File: src/rtl/lpt_pkg.sv
package lpt_pkg;

    localparam int LPT_CNT_W      = 16;
    localparam int LPT_DATA_W     = 16;
    localparam int LPT_ADDR_W     = 3;
    localparam int LPT_PSC_W      = 3;
    localparam int LPT_WARM_TICKS = 2;
    localparam int LPT_RST_DELAY  = 3;

    typedef enum logic [LPT_ADDR_W-1:0] {
        REG_CTRL   = 3'd0,
        REG_SETUP  = 3'd1,
        REG_RELOAD = 3'd2,
        REG_COUNT  = 3'd3,
        REG_FLAGS  = 3'd4,
        REG_IEN    = 3'd5,
        REG_FCLR   = 3'd6
    } lpt_addr_e;

    // control register bit positions
    localparam int CTL_ON     = 0;
    localparam int CTL_ONCE   = 1;
    localparam int CTL_REPEAT = 2;
    localparam int CTL_CLR_RD = 3;
    localparam int CTL_ZERO   = 4;

    // setup register: prescaler code in the low bits, deferral flag above
    localparam int SETUP_DEFER = LPT_PSC_W;

    typedef struct packed {
        logic applied;   // bit1: reload write took effect
        logic reached;   // bit0: count left the reload value
    } lpt_flags_t;

    typedef struct packed {
        logic running;
        logic repeat_m;
        logic held;
        logic held_repeat;
    } lpt_run_t;

endpackage

File: src/rtl/lpt_prescaler.sv
module lpt_prescaler #(
    parameter int PSC_W = lpt_pkg::LPT_PSC_W
) (
    input  logic             clk,
    input  logic             rst,
    input  logic             run,
    input  logic [PSC_W-1:0] code,
    output logic             tick
);
    localparam int DIV_W = (1 << PSC_W) - 1;

    logic [DIV_W-1:0] phase;
    logic [DIV_W-1:0] mask;

    always_comb begin
        for (int i = 0; i < DIV_W; i++) begin
            mask[i] = (i < int'(code));
        end
    end

    always_ff @(posedge clk) begin
        if (rst || !run) phase <= '0;
        else             phase <= phase + 1'b1;
    end

    assign tick = run && ((phase & mask) == mask);

    // a division above 1 never yields two ticks in a row
    assert_no_back_to_back_R1: assert property (@(posedge clk) disable iff (rst)
        (run && $past(run) && $past(tick) && $stable(code) && code != '0) |-> !tick)
        else $error("prescaler ticked on consecutive cycles");

endmodule

File: src/rtl/lpt_core.sv
module lpt_core
    import lpt_pkg::*;
#(
    parameter int CNT_W      = LPT_CNT_W,
    parameter int WARM_TICKS = LPT_WARM_TICKS
) (
    input  logic             clk,
    input  logic             rst,
    input  logic             enable,
    input  logic             tick,
    input  logic             start_req,
    input  logic             start_repeat,
    input  logic             defer,
    input  logic             reload_wr,
    input  logic [CNT_W-1:0] reload_wdata,
    input  logic             zero_req,
    output logic [CNT_W-1:0] count,
    output logic [CNT_W-1:0] reload_val,
    output logic             wrap_evt,
    output logic             reload_done
);
    localparam int WARM_W = $clog2(WARM_TICKS + 1);

    lpt_run_t          st;
    logic [WARM_W-1:0] warm;
    logic              armed;
    logic [CNT_W-1:0]  next_reload;
    logic              next_valid;

    assign armed       = (warm == WARM_W'(WARM_TICKS));
    assign wrap_evt    = st.running && tick && (count == reload_val);
    assign reload_done = (reload_wr && !defer) || (wrap_evt && next_valid);

    // arming and run control
    always_ff @(posedge clk) begin
        if (rst || !enable) begin
            st   <= '0;
            warm <= '0;
        end else begin
            if (tick && !armed) warm <= warm + 1'b1;
            if (wrap_evt && !st.repeat_m) st.running <= 1'b0;
            if (start_req) begin
                if (armed) begin
                    st.running  <= 1'b1;
                    st.repeat_m <= start_repeat;
                end else begin
                    st.held        <= 1'b1;
                    st.held_repeat <= start_repeat;
                end
            end else if (st.held && armed) begin
                st.running  <= 1'b1;
                st.repeat_m <= st.held_repeat;
                st.held     <= 1'b0;
            end
        end
    end

    // counter
    always_ff @(posedge clk) begin
        if (rst)                       count <= '0;
        else if (zero_req || wrap_evt) count <= '0;
        else if (st.running && tick)   count <= count + 1'b1;
    end

    // reload value, immediate or deferred to the period end
    always_ff @(posedge clk) begin
        if (rst) begin
            reload_val  <= '1;
            next_reload <= '0;
            next_valid  <= 1'b0;
        end else begin
            if (reload_wr && !defer)      reload_val <= reload_wdata;
            else if (wrap_evt && next_valid) reload_val <= next_reload;
            if (reload_wr && defer) begin
                next_reload <= reload_wdata;
                next_valid  <= 1'b1;
            end else if (wrap_evt) begin
                next_valid  <= 1'b0;
            end
        end
    end

    assert_run_only_armed_R2: assert property (@(posedge clk) disable iff (rst)
        st.running |-> armed)
        else $error("counter running before arming");

    assert_off_stops_R4: assert property (@(posedge clk) disable iff (rst)
        !enable |=> !st.running && !st.held)
        else $error("run state survived switch-off");

    assert_once_stops_R5: assert property (@(posedge clk) disable iff (rst)
        (wrap_evt && !st.repeat_m && !start_req) |=> !st.running)
        else $error("one-time run kept going");

    assert_immediate_reload_R7: assert property (@(posedge clk) disable iff (rst)
        (reload_wr && !defer) |=> reload_val == $past(reload_wdata))
        else $error("immediate reload not applied");

    assert_zero_clears_R10: assert property (@(posedge clk) disable iff (rst)
        zero_req |=> count == '0)
        else $error("clear request left a count");

endmodule

File: src/rtl/lpt_regs.sv
module lpt_regs
    import lpt_pkg::*;
#(
    parameter int DATA_W    = LPT_DATA_W,
    parameter int ADDR_W    = LPT_ADDR_W,
    parameter int CNT_W     = LPT_CNT_W,
    parameter int PSC_W     = LPT_PSC_W,
    parameter int RST_DELAY = LPT_RST_DELAY
) (
    input  logic              clk,
    input  logic              rst,
    input  logic              bus_wr,
    input  logic              bus_rd,
    input  logic [ADDR_W-1:0] bus_addr,
    input  logic [DATA_W-1:0] bus_wdata,
    input  logic [CNT_W-1:0]  count,
    input  logic [CNT_W-1:0]  reload_val,
    input  logic              wrap_evt,
    input  logic              reload_done,
    output logic              enable,
    output logic              start_req,
    output logic              start_repeat,
    output logic [PSC_W-1:0]  psc_code,
    output logic              defer,
    output logic              reload_wr,
    output logic              zero_req,
    output logic [DATA_W-1:0] bus_rdata,
    output logic              irq
);
    localparam int DLY_W = $clog2(RST_DELAY + 1);

    logic             clr_rd;
    logic             zero_pend;
    logic [DLY_W-1:0] zero_dly;
    lpt_flags_t       flags;
    logic [1:0]       ien;
    logic             wr_ctrl, wr_fclr, rd_count, zero_due;

    assign wr_ctrl   = bus_wr && (bus_addr == REG_CTRL);
    assign wr_fclr   = bus_wr && (bus_addr == REG_FCLR);
    assign reload_wr = bus_wr && (bus_addr == REG_RELOAD);
    assign rd_count  = bus_rd && (bus_addr == REG_COUNT);
    assign zero_due  = zero_pend && (zero_dly == DLY_W'(RST_DELAY - 1));
    assign zero_req  = zero_due || (rd_count && clr_rd);
    assign irq       = |({flags.applied, flags.reached} & ien);

    always_ff @(posedge clk) begin
        if (rst) begin
            enable       <= 1'b0;
            clr_rd       <= 1'b0;
            start_req    <= 1'b0;
            start_repeat <= 1'b0;
            zero_pend    <= 1'b0;
            zero_dly     <= '0;
            psc_code     <= '0;
            defer        <= 1'b0;
            ien          <= '0;
            flags        <= '0;
        end else begin
            start_req    <= wr_ctrl && bus_wdata[CTL_ON] &&
                            (bus_wdata[CTL_ONCE] || bus_wdata[CTL_REPEAT]);
            start_repeat <= bus_wdata[CTL_REPEAT];
            if (zero_pend) begin
                if (zero_due) begin
                    zero_pend <= 1'b0;
                    zero_dly  <= '0;
                end else begin
                    zero_dly  <= zero_dly + 1'b1;
                end
            end
            if (wr_ctrl) begin
                enable <= bus_wdata[CTL_ON];
                clr_rd <= bus_wdata[CTL_CLR_RD];
                if (bus_wdata[CTL_ZERO] && !zero_pend) zero_pend <= 1'b1;
            end
            if (bus_wr && bus_addr == REG_SETUP) begin
                psc_code <= bus_wdata[PSC_W-1:0];
                defer    <= bus_wdata[SETUP_DEFER];
            end
            if (bus_wr && bus_addr == REG_IEN) ien <= bus_wdata[1:0];
            flags.reached <= wrap_evt    || (flags.reached && !(wr_fclr && bus_wdata[0]));
            flags.applied <= reload_done || (flags.applied && !(wr_fclr && bus_wdata[1]));
        end
    end

    always_comb begin
        case (bus_addr)
            REG_CTRL:   bus_rdata = DATA_W'({zero_pend, clr_rd, 2'b00, enable});
            REG_SETUP:  bus_rdata = DATA_W'({defer, psc_code});
            REG_RELOAD: bus_rdata = DATA_W'(reload_val);
            REG_COUNT:  bus_rdata = DATA_W'(count);
            REG_FLAGS:  bus_rdata = DATA_W'(flags);
            REG_IEN:    bus_rdata = DATA_W'(ien);
            default:    bus_rdata = '0;
        endcase
    end

    assert_reached_sets_R6: assert property (@(posedge clk) disable iff (rst)
        wrap_evt |=> flags.reached)
        else $error("reach event lost");

    assert_clear_flag_R11: assert property (@(posedge clk) disable iff (rst)
        (wr_fclr && bus_wdata[0] && !wrap_evt) |=> !flags.reached)
        else $error("flag clear ignored");

    assert_zero_selfclear_R10: assert property (@(posedge clk) disable iff (rst)
        (zero_due && !(wr_ctrl && bus_wdata[CTL_ZERO])) |=> !zero_pend)
        else $error("clear request did not withdraw");

endmodule

File: src/rtl/lpt_timer.sv
module lpt_timer
    import lpt_pkg::*;
#(
    parameter int DATA_W     = LPT_DATA_W,
    parameter int ADDR_W     = LPT_ADDR_W,
    parameter int CNT_W      = LPT_CNT_W,
    parameter int PSC_W      = LPT_PSC_W,
    parameter int WARM_TICKS = LPT_WARM_TICKS,
    parameter int RST_DELAY  = LPT_RST_DELAY
) (
    input  logic              clk,
    input  logic              rst,
    input  logic              bus_wr,
    input  logic              bus_rd,
    input  logic [ADDR_W-1:0] bus_addr,
    input  logic [DATA_W-1:0] bus_wdata,
    output logic [DATA_W-1:0] bus_rdata,
    output logic              irq
);
    logic             enable, start_req, start_repeat, defer;
    logic             reload_wr, zero_req, tick, wrap_evt, reload_done;
    logic [PSC_W-1:0] psc_code;
    logic [CNT_W-1:0] count, reload_val;

    lpt_regs #(
        .DATA_W(DATA_W), .ADDR_W(ADDR_W), .CNT_W(CNT_W),
        .PSC_W(PSC_W), .RST_DELAY(RST_DELAY)
    ) regs_i (
        .clk(clk), .rst(rst), .bus_wr(bus_wr), .bus_rd(bus_rd),
        .bus_addr(bus_addr), .bus_wdata(bus_wdata),
        .count(count), .reload_val(reload_val),
        .wrap_evt(wrap_evt), .reload_done(reload_done),
        .enable(enable), .start_req(start_req), .start_repeat(start_repeat),
        .psc_code(psc_code), .defer(defer), .reload_wr(reload_wr),
        .zero_req(zero_req), .bus_rdata(bus_rdata), .irq(irq)
    );

    lpt_prescaler #(.PSC_W(PSC_W)) psc_i (
        .clk(clk), .rst(rst), .run(enable), .code(psc_code), .tick(tick)
    );

    lpt_core #(.CNT_W(CNT_W), .WARM_TICKS(WARM_TICKS)) core_i (
        .clk(clk), .rst(rst), .enable(enable), .tick(tick),
        .start_req(start_req), .start_repeat(start_repeat), .defer(defer),
        .reload_wr(reload_wr), .reload_wdata(CNT_W'(bus_wdata)),
        .zero_req(zero_req), .count(count), .reload_val(reload_val),
        .wrap_evt(wrap_evt), .reload_done(reload_done)
    );

endmodule

File: config.mk
export PLATFORM = sky130hd
export DESIGN_NAME = lpt_timer
export DESIGN_NICKNAME = d
export VERILOG_FILES = /design/src/rtl/lpt_pkg.sv /design/src/rtl/lpt_prescaler.sv /design/src/rtl/lpt_core.sv /design/src/rtl/lpt_regs.sv /design/src/rtl/lpt_timer.sv
export SDC_FILE = /design/constraint.sdc
export NUM_CORES = 1
export LEC_CHECK = 0
export BUFFER_PORTS_ARGS = -buffer_cell sky130_fd_sc_hd__buf_2
export CAP_MARGIN = 10
export CORE_MARGIN = 2
export CORE_UTILIZATION = 50
export DETAILED_ROUTE_END_ITERATION = 10
export PLACE_DENSITY = 0.69
export RECOVER_POWER = 50
export SYNTH_ARGS = -nofsm -noshare
export SYNTH_HDL_FRONTEND = slang
export SYNTH_HIERARCHICAL = 1
export SYNTH_SLANG_ARGS = --single-unit
File: constraint.sdc
create_clock -name clk -period 2.9 [get_ports clk]
set_input_delay 0.58 -clock clk [delete_from_list [all_inputs] [get_ports clk]]
set_output_delay 0.58 -clock clk [all_outputs]
set_load 0.03 [all_outputs]
**Word level (Yosys, flattened, before mapping)**

Index checks and enable logic that the tools add are counted.

- Register bits after elaboration: 77
- Input bits: 23

- Add/sub/neg operators: 4
- $lt $le $gt $ge: 7
- Equal/unequal tests: 12
- Mux-type cells: 15
- Bitwise operators: 3
- Reductions and logical operators: 47

Operator list:

| kind | count |
|---|---|
| $pmux 16 s6 | 1 |
| $mux 16 | 2 |
| $logic_and 1x1->1 | 24 |
| $add 16x1->16 const B | 1 |
| $eq 16x16->1 | 1 |
| $eq 3x3->1 const B | 3 |
| $lt 3x3->1 const A | 3 |
| $add 7x1->7 const B | 1 |
| $and 7x7->7 | 1 |
| $eq 7x7->1 | 1 |
| $logic_not 1->1 | 7 |
| $logic_or 1x1->1 | 7 |
| $mux 1 | 7 |
| $eq 3x2->1 const B | 2 |
| $lt 1x3->1 const A | 2 |
| $lt 2x3->1 const A | 2 |
| $mux 2 | 3 |
| $mux 3 | 2 |
| $reduce_and 2->1 | 3 |
| $reduce_bool 2->1 | 3 |
| $add 2x1->2 const B | 2 |
| $eq 2x2->1 const B | 2 |
| $reduce_or 2->1 | 2 |
| $eq 3x1->1 const B | 1 |
| 5 further kinds | 5 |

**Depth between registers and ports, before layout**

- Depth in word-level cells: 10
- Mapped depth: 13

**Modules after synthesis**

The synthesis kept the hierarchy.

By module, submodules not included:

| module | times used | cells each | area an instance (sq um) | seq. area each (sq um) |
|---|---|---|---|---|
| lpt_core | 1 | 291 | 2,494.9 | 1,101.1 |
| lpt_regs | 1 | 113 | 1,012.2 | 300.3 |
| lpt_prescaler | 1 | 38 | 321.6 | 140.1 |

**Worst setup path before layout**

Ideal clock, no wire load.

- Path type: register -> register
- Start point: register psc_i.phase[2]
- End point: register regs_i/flags[1] in the netlist's numbering
- Arrival: 2,520 ps
- Required time: 2,809 ps
- Path slack: 290 ps
- Stages on the path, launching flop included: 13
- Cell sequence: dfxtp_1 -> o21ai_1 -> a21o_1 -> a221oi_2 -> and2_4 -> o21ai_2 -> or4_4 -> nor3_2 -> buf_6 -> buf_12 -> a21o_1 -> inv_1 -> a311oi_1

- Longest elaborated chain between the ends: 8

Ends and longest elaborated chain:

| what | line | RTL |
|---|---|---|
| start: declaration | lpt_prescaler.sv:12 | `logic [DIV_W-1:0] phase;` |
| start signal: assignment | lpt_prescaler.sv:23 | `else phase <= phase + 1'b1;` |
| $and 7x7->7 | lpt_prescaler.sv:26 | `assign tick = run && ((phase & mask) == mask);` |
| $eq 7x7->1 | lpt_prescaler.sv:26 |  |
| $logic_and 1x1->1 | lpt_prescaler.sv:26 |  |
| net tick | lpt_timer.sv:21 | `logic reload_wr, zero_req, tick, wrap_evt, reload_done;` |
| $logic_and 1x1->1 (2 in a row) | lpt_core.sv:31 | `assign wrap_evt = st.running && tick && (count == reload_val);` |
| $logic_and 1x1->1 | lpt_core.sv:32 | `assign reload_done = (reload_wr && !defer) \|\| (wrap_evt && next_valid);` |
| $logic_or 1x1->1 | lpt_core.sv:32 |  |
| net reload_done | lpt_timer.sv:21 |  |
| $logic_or 1x1->1 | lpt_regs.sv:82 | `flags.applied <= reload_done \|\| (flags.applied && !(wr_fclr && bus_wdata[1]));` |
| end: declaration | lpt_regs.sv:35 | `lpt_flags_t flags;` |

The timed path passes the listed nets, and every way through them passes these cells.
A chain may end at the register's enable or synchronous reset.

**Worst setup path after layout**

- Start point: register psc_i.phase[0]
- End point: register core_i.reload_val[5]

- Longest elaborated chain between the ends: 7

Ends and longest elaborated chain:

| what | line | RTL |
|---|---|---|
| $and 7x7->7 | lpt_prescaler.sv:26 |  |
| $eq 7x7->1 | lpt_prescaler.sv:26 |  |
| $logic_and 1x1->1 | lpt_prescaler.sv:26 |  |
| net tick | lpt_timer.sv:21 |  |
| $logic_and 1x1->1 (2 in a row) | lpt_core.sv:31 |  |
| $logic_and 1x1->1 | lpt_core.sv:73 | `else if (wrap_evt && next_valid) reload_val <= next_reload;` |
| $reduce_bool 2->1 (no line) | n/a |  |
| end signal: assignment | lpt_core.sv:72 | `if (reload_wr && !defer) reload_val <= reload_wdata;` |
| end signal: assignment | lpt_core.sv:73 |  |
| end: declaration | lpt_core.sv:18 | `output logic [CNT_W-1:0] reload_val,` |

The timed path passes the listed nets, and every way through them passes these cells.

==> results.md <==
* Core ar. at between 0.007 and 0.008 mm²
* GP Congestion at between 0.8 and 0.9
* Sink Count at 77
* Share of post-route cells with drive strength above 1 at 0.1354
* Drt first pass iters at 6
* Yosys top cell area share at 0.4026
* Deepest clock path buffer count at 2
* DRT Wirelength at ~8400 µm
* Max Clk Rate at approximately 0.37 GHz
* Sequential cell area fraction in the yosys report at 0.4026
* Seq pwr share at 0.523
* Routed met2 length at around 3900 µm
* Num CTS Buffers at 9
* Met3 WL at 386 µm
* RSZ-0062 raised after global routing: false
* Clock Skew at approximately 0.012 ns
* Pre-CTS WS at 0.2060 ns
* Number of filler cells placed in the layout at about 660
* Dominant synthesized flop cell: dfxtp_1
* Comb power frac at 0.080
* Number of routed nets with antenna violations at 0
* Min-Delay Endpoint: core_i/next_reload[4]
* CTS Hold Bufs at 0
* Crit Path Class: flop to flop
* Yosys warns at 6
* Setup bufs post-CTS at 0
* Area contributors post-synth: dfxtp_1 40%, mux2i_1 10%, nor2_1 6.0%, o22ai_1 5.6%, nand2_1 5.1%
* Wl on met1 at between 3000 and 4000 µm
* Hold_ws at approximately 0.46 ns
* Worst R2R Path Depth at 9
* Wire length per cell at between 10 and 15 µm
* Die area at 0.008373 mm²
* Grt total ovfl at 0
* Largest net degree at the start of global routing at 33
* Switching pwr at between 0.5 and 0.6 mW
* Footprint of the multi-input gates at 0.002066 mm²
* Num rows at 31
* Die Wd at 91.51 µm
* Crit end category: flop
* HPWL after DPL at about 6000 µm
* R2r endpoint: core_i/reload_val[5]
* Mapped Nets at ~470
* Crit path max fanout at 16
* Clock slew at reported path FFs at ~0.080 ns
* Root buffer cell: clkbuf_8
* Fin nets at ~500
* Placed Cells at roughly 560
* Clk pwr share at 0.397
* Worst Path Required at between 3 and 4 ns
* Drc violations at 0
* Total Power at 2.060 mW
* Post-cts resize count at 0
* Final cell count without fillers at between 500 and 600
* DR vias at about 3200
* Synthesized area per cell at 8.662 µm²
* Yosys reg bits at between 70 and 80
* Total GRT Usage at 0.2152
* Hold path cells at 2
* Worst-skew pair later-pin latency at approximately 0.34 ns
* CTS tree: done
* ANT cells at 0
* Finished Cell Area at about 0.0042 mm²
* Post-synth EDFFs at 0
* Initial Utilization at 0.5223
* Syn Std Cell Area at 0.003829 mm²
* Slew @ Worst Pin at around 1.1 ns
* Num ports at 40
* Worst min-delay path category: flop to flop
* Initial DRC count at 285
* Core Util, Final at 0.5769
* DP Area at 0.004044 mm²
* Height of the die at 91.51 µm
* Int Pwr at between 1.5 and 2 mW
* Top sig layer: met4
* Ys async rst share at 0
* Rel. slew slack at 0.2706
* Part of the cycle the worst path needs at 0.9428
* Max cap viols at 0
* Lkg Pwr at about 1.5 nW
* Sw frac at 0.2475
* H-Tree Depth at 3
* Largest area contributor in the netlist: dfxtp_1
* Critical path arrival at approximately 3 ns
* Final min period at about 2.7 ns
* Status: finished, final reports clean
* Min-delay src: core_i/next_reload[4]
* Register-to-register setup slack at about 0.17 ns
* Count of final hold-check violations at 0
* Post-Syn Instances at approximately 440
* PD cells at between 400 and 500 mW/mm²
* Storage element area at roughly 0.0015 mm²
* Min setup slack post-route at 0.1659 ns
* Crit start category: flop
* Global-route wire length before repair at 14520 µm
* # setup viols final at 0
* IO buf count at 39
* Max rail drop VDD at ~0.00037 V
* Initial antenna violation count at 0
* Avg Vias per Cell at around 5.6
* Setup TNS at 0 ns
* Synth unique cells at between 50 and 60
* Launch point of the worst reg-to-reg path: psc_i/phase[0]
* Slew Viols, Final at 0
* Area Growth Syn to Fin at 10.46%
* Vias in the first global route at 3075
## sequential cells by signal (all words and copies together) (netlist names), 2 cells and up
signal,flops
regs_i/flags,2
regs_i/psc_code,3
core_i/count,16
core_i/st,4
core_i/next_reload,16
core_i/reload_val,16
core_i/warm,2
regs_i/ien,2
psc_i/phase,7
regs_i/zero_dly,2
## worst max-delay path, cell delays in order (launching register included)
cell and delay, ns:
dfxtp_1 0.42, o21ai_0 0.14, a21o_1 0.18, a221oi_2 0.35, and2_4 0.24, o21ai_2 0.05
or4_4 0.56, nor3_2 0.15, buf_4 0.32, mux2i_1 0.23
## power by group through the flow
stage | registers (mW) | logic, mW | clock network [mW]
3_3_place_gp | 1.10 | 0.164 | 0
6_report | 1.08 | 0.165 | 0.818
5_1_grt | 1.08 | 0.182 | 0.878
4_1_cts | 1.08 | 0.166 | 0.844
3_5_place_dp | 1.10 | 0.165 | 0
2_1_floorplan | 1.10 | 0.115 | 0
## cell usage after synthesis, types with 8 or more instances
library cell,n
mux2i_1,39
nor2_1,61
xnor2_1,15
dfxtp_1,77
nand2_1,52
xor2_1,18
nand3_1,11
clkbuf_1,12
o22ai_1,34
nand4_1,8
a21oi_1,25
inv_1,18
## routing by layer
metal	up-vias	global-route usage
met4	0	0.1035
met5	-	0
met3	13	0.04647
li1	1608	-
met2	75	0.3235
met1	1534	0.2925
## logic make-up after synthesis
| family | count (synthesis) | synth area share |
|---|---|---|
| buffers and inverters | 41 | 0.05653 |
| multiplexers | 43 | 0.1167 |
| flip-flops | 77 | 0.4026 |
| adder cells (fa/ha/maj) | 3 | 0.009805 |
| XOR/XNOR | 33 | 0.07549 |
| AND/OR/NAND/NOR | 162 | 0.2026 |
| AO/OA/AOI/OAI | 83 | 0.1363 |
## worst max path at each step
stage,startpoint,endpoint,slack [ns],depth (start not counted)
final,psc_i/phase[0],core_i/reload_val[5],0.17,9
after global routing,psc_i/phase[0],core_i/reload_val[5],0.007,9
after CTS,psc_i/phase[2],core_i/reload_val[5],0.18,9
after detailed placement,psc_i/phase[2],core_i/reload_val[5],0.21,9
after global placement,psc_i/phase[2],core_i/reload_val[10],0.32,9
after floorplan,psc_i/phase[2],regs_i/flags[1],0.29,12
## area by class of cell
type,count,share of cell area
well taps,99,0.02929
clock buffers,11,0.03343
flip-flops and latches,77,0.3645
multi-input cells,324,0.4885
clock inverters,5,0.01391
repair buffers,45,0.05444
inverters,18,0.01598
## cell usage in the layout (no fill, tap or decap), types with 10 or more instances in the layout
| cell type | Yosys | layout |
|---|---|---|
| a21oi_1 | 25 | 25 |
| buf_2 | 4 | 34 |
| clkbuf_8 | 0 | 10 |
| dfxtp_1 | 77 | 77 |
| inv_1 | 18 | 18 |
| mux2i_1 | 39 | 39 |
| nand2_1 | 52 | 52 |
| nand3_1 | 11 | 12 |
| nor2_1 | 61 | 61 |
| o22ai_1 | 34 | 34 |
| xnor2_1 | 15 | 15 |
| xor2_1 | 18 | 18 |
Power figures use the tool's default switching activity.
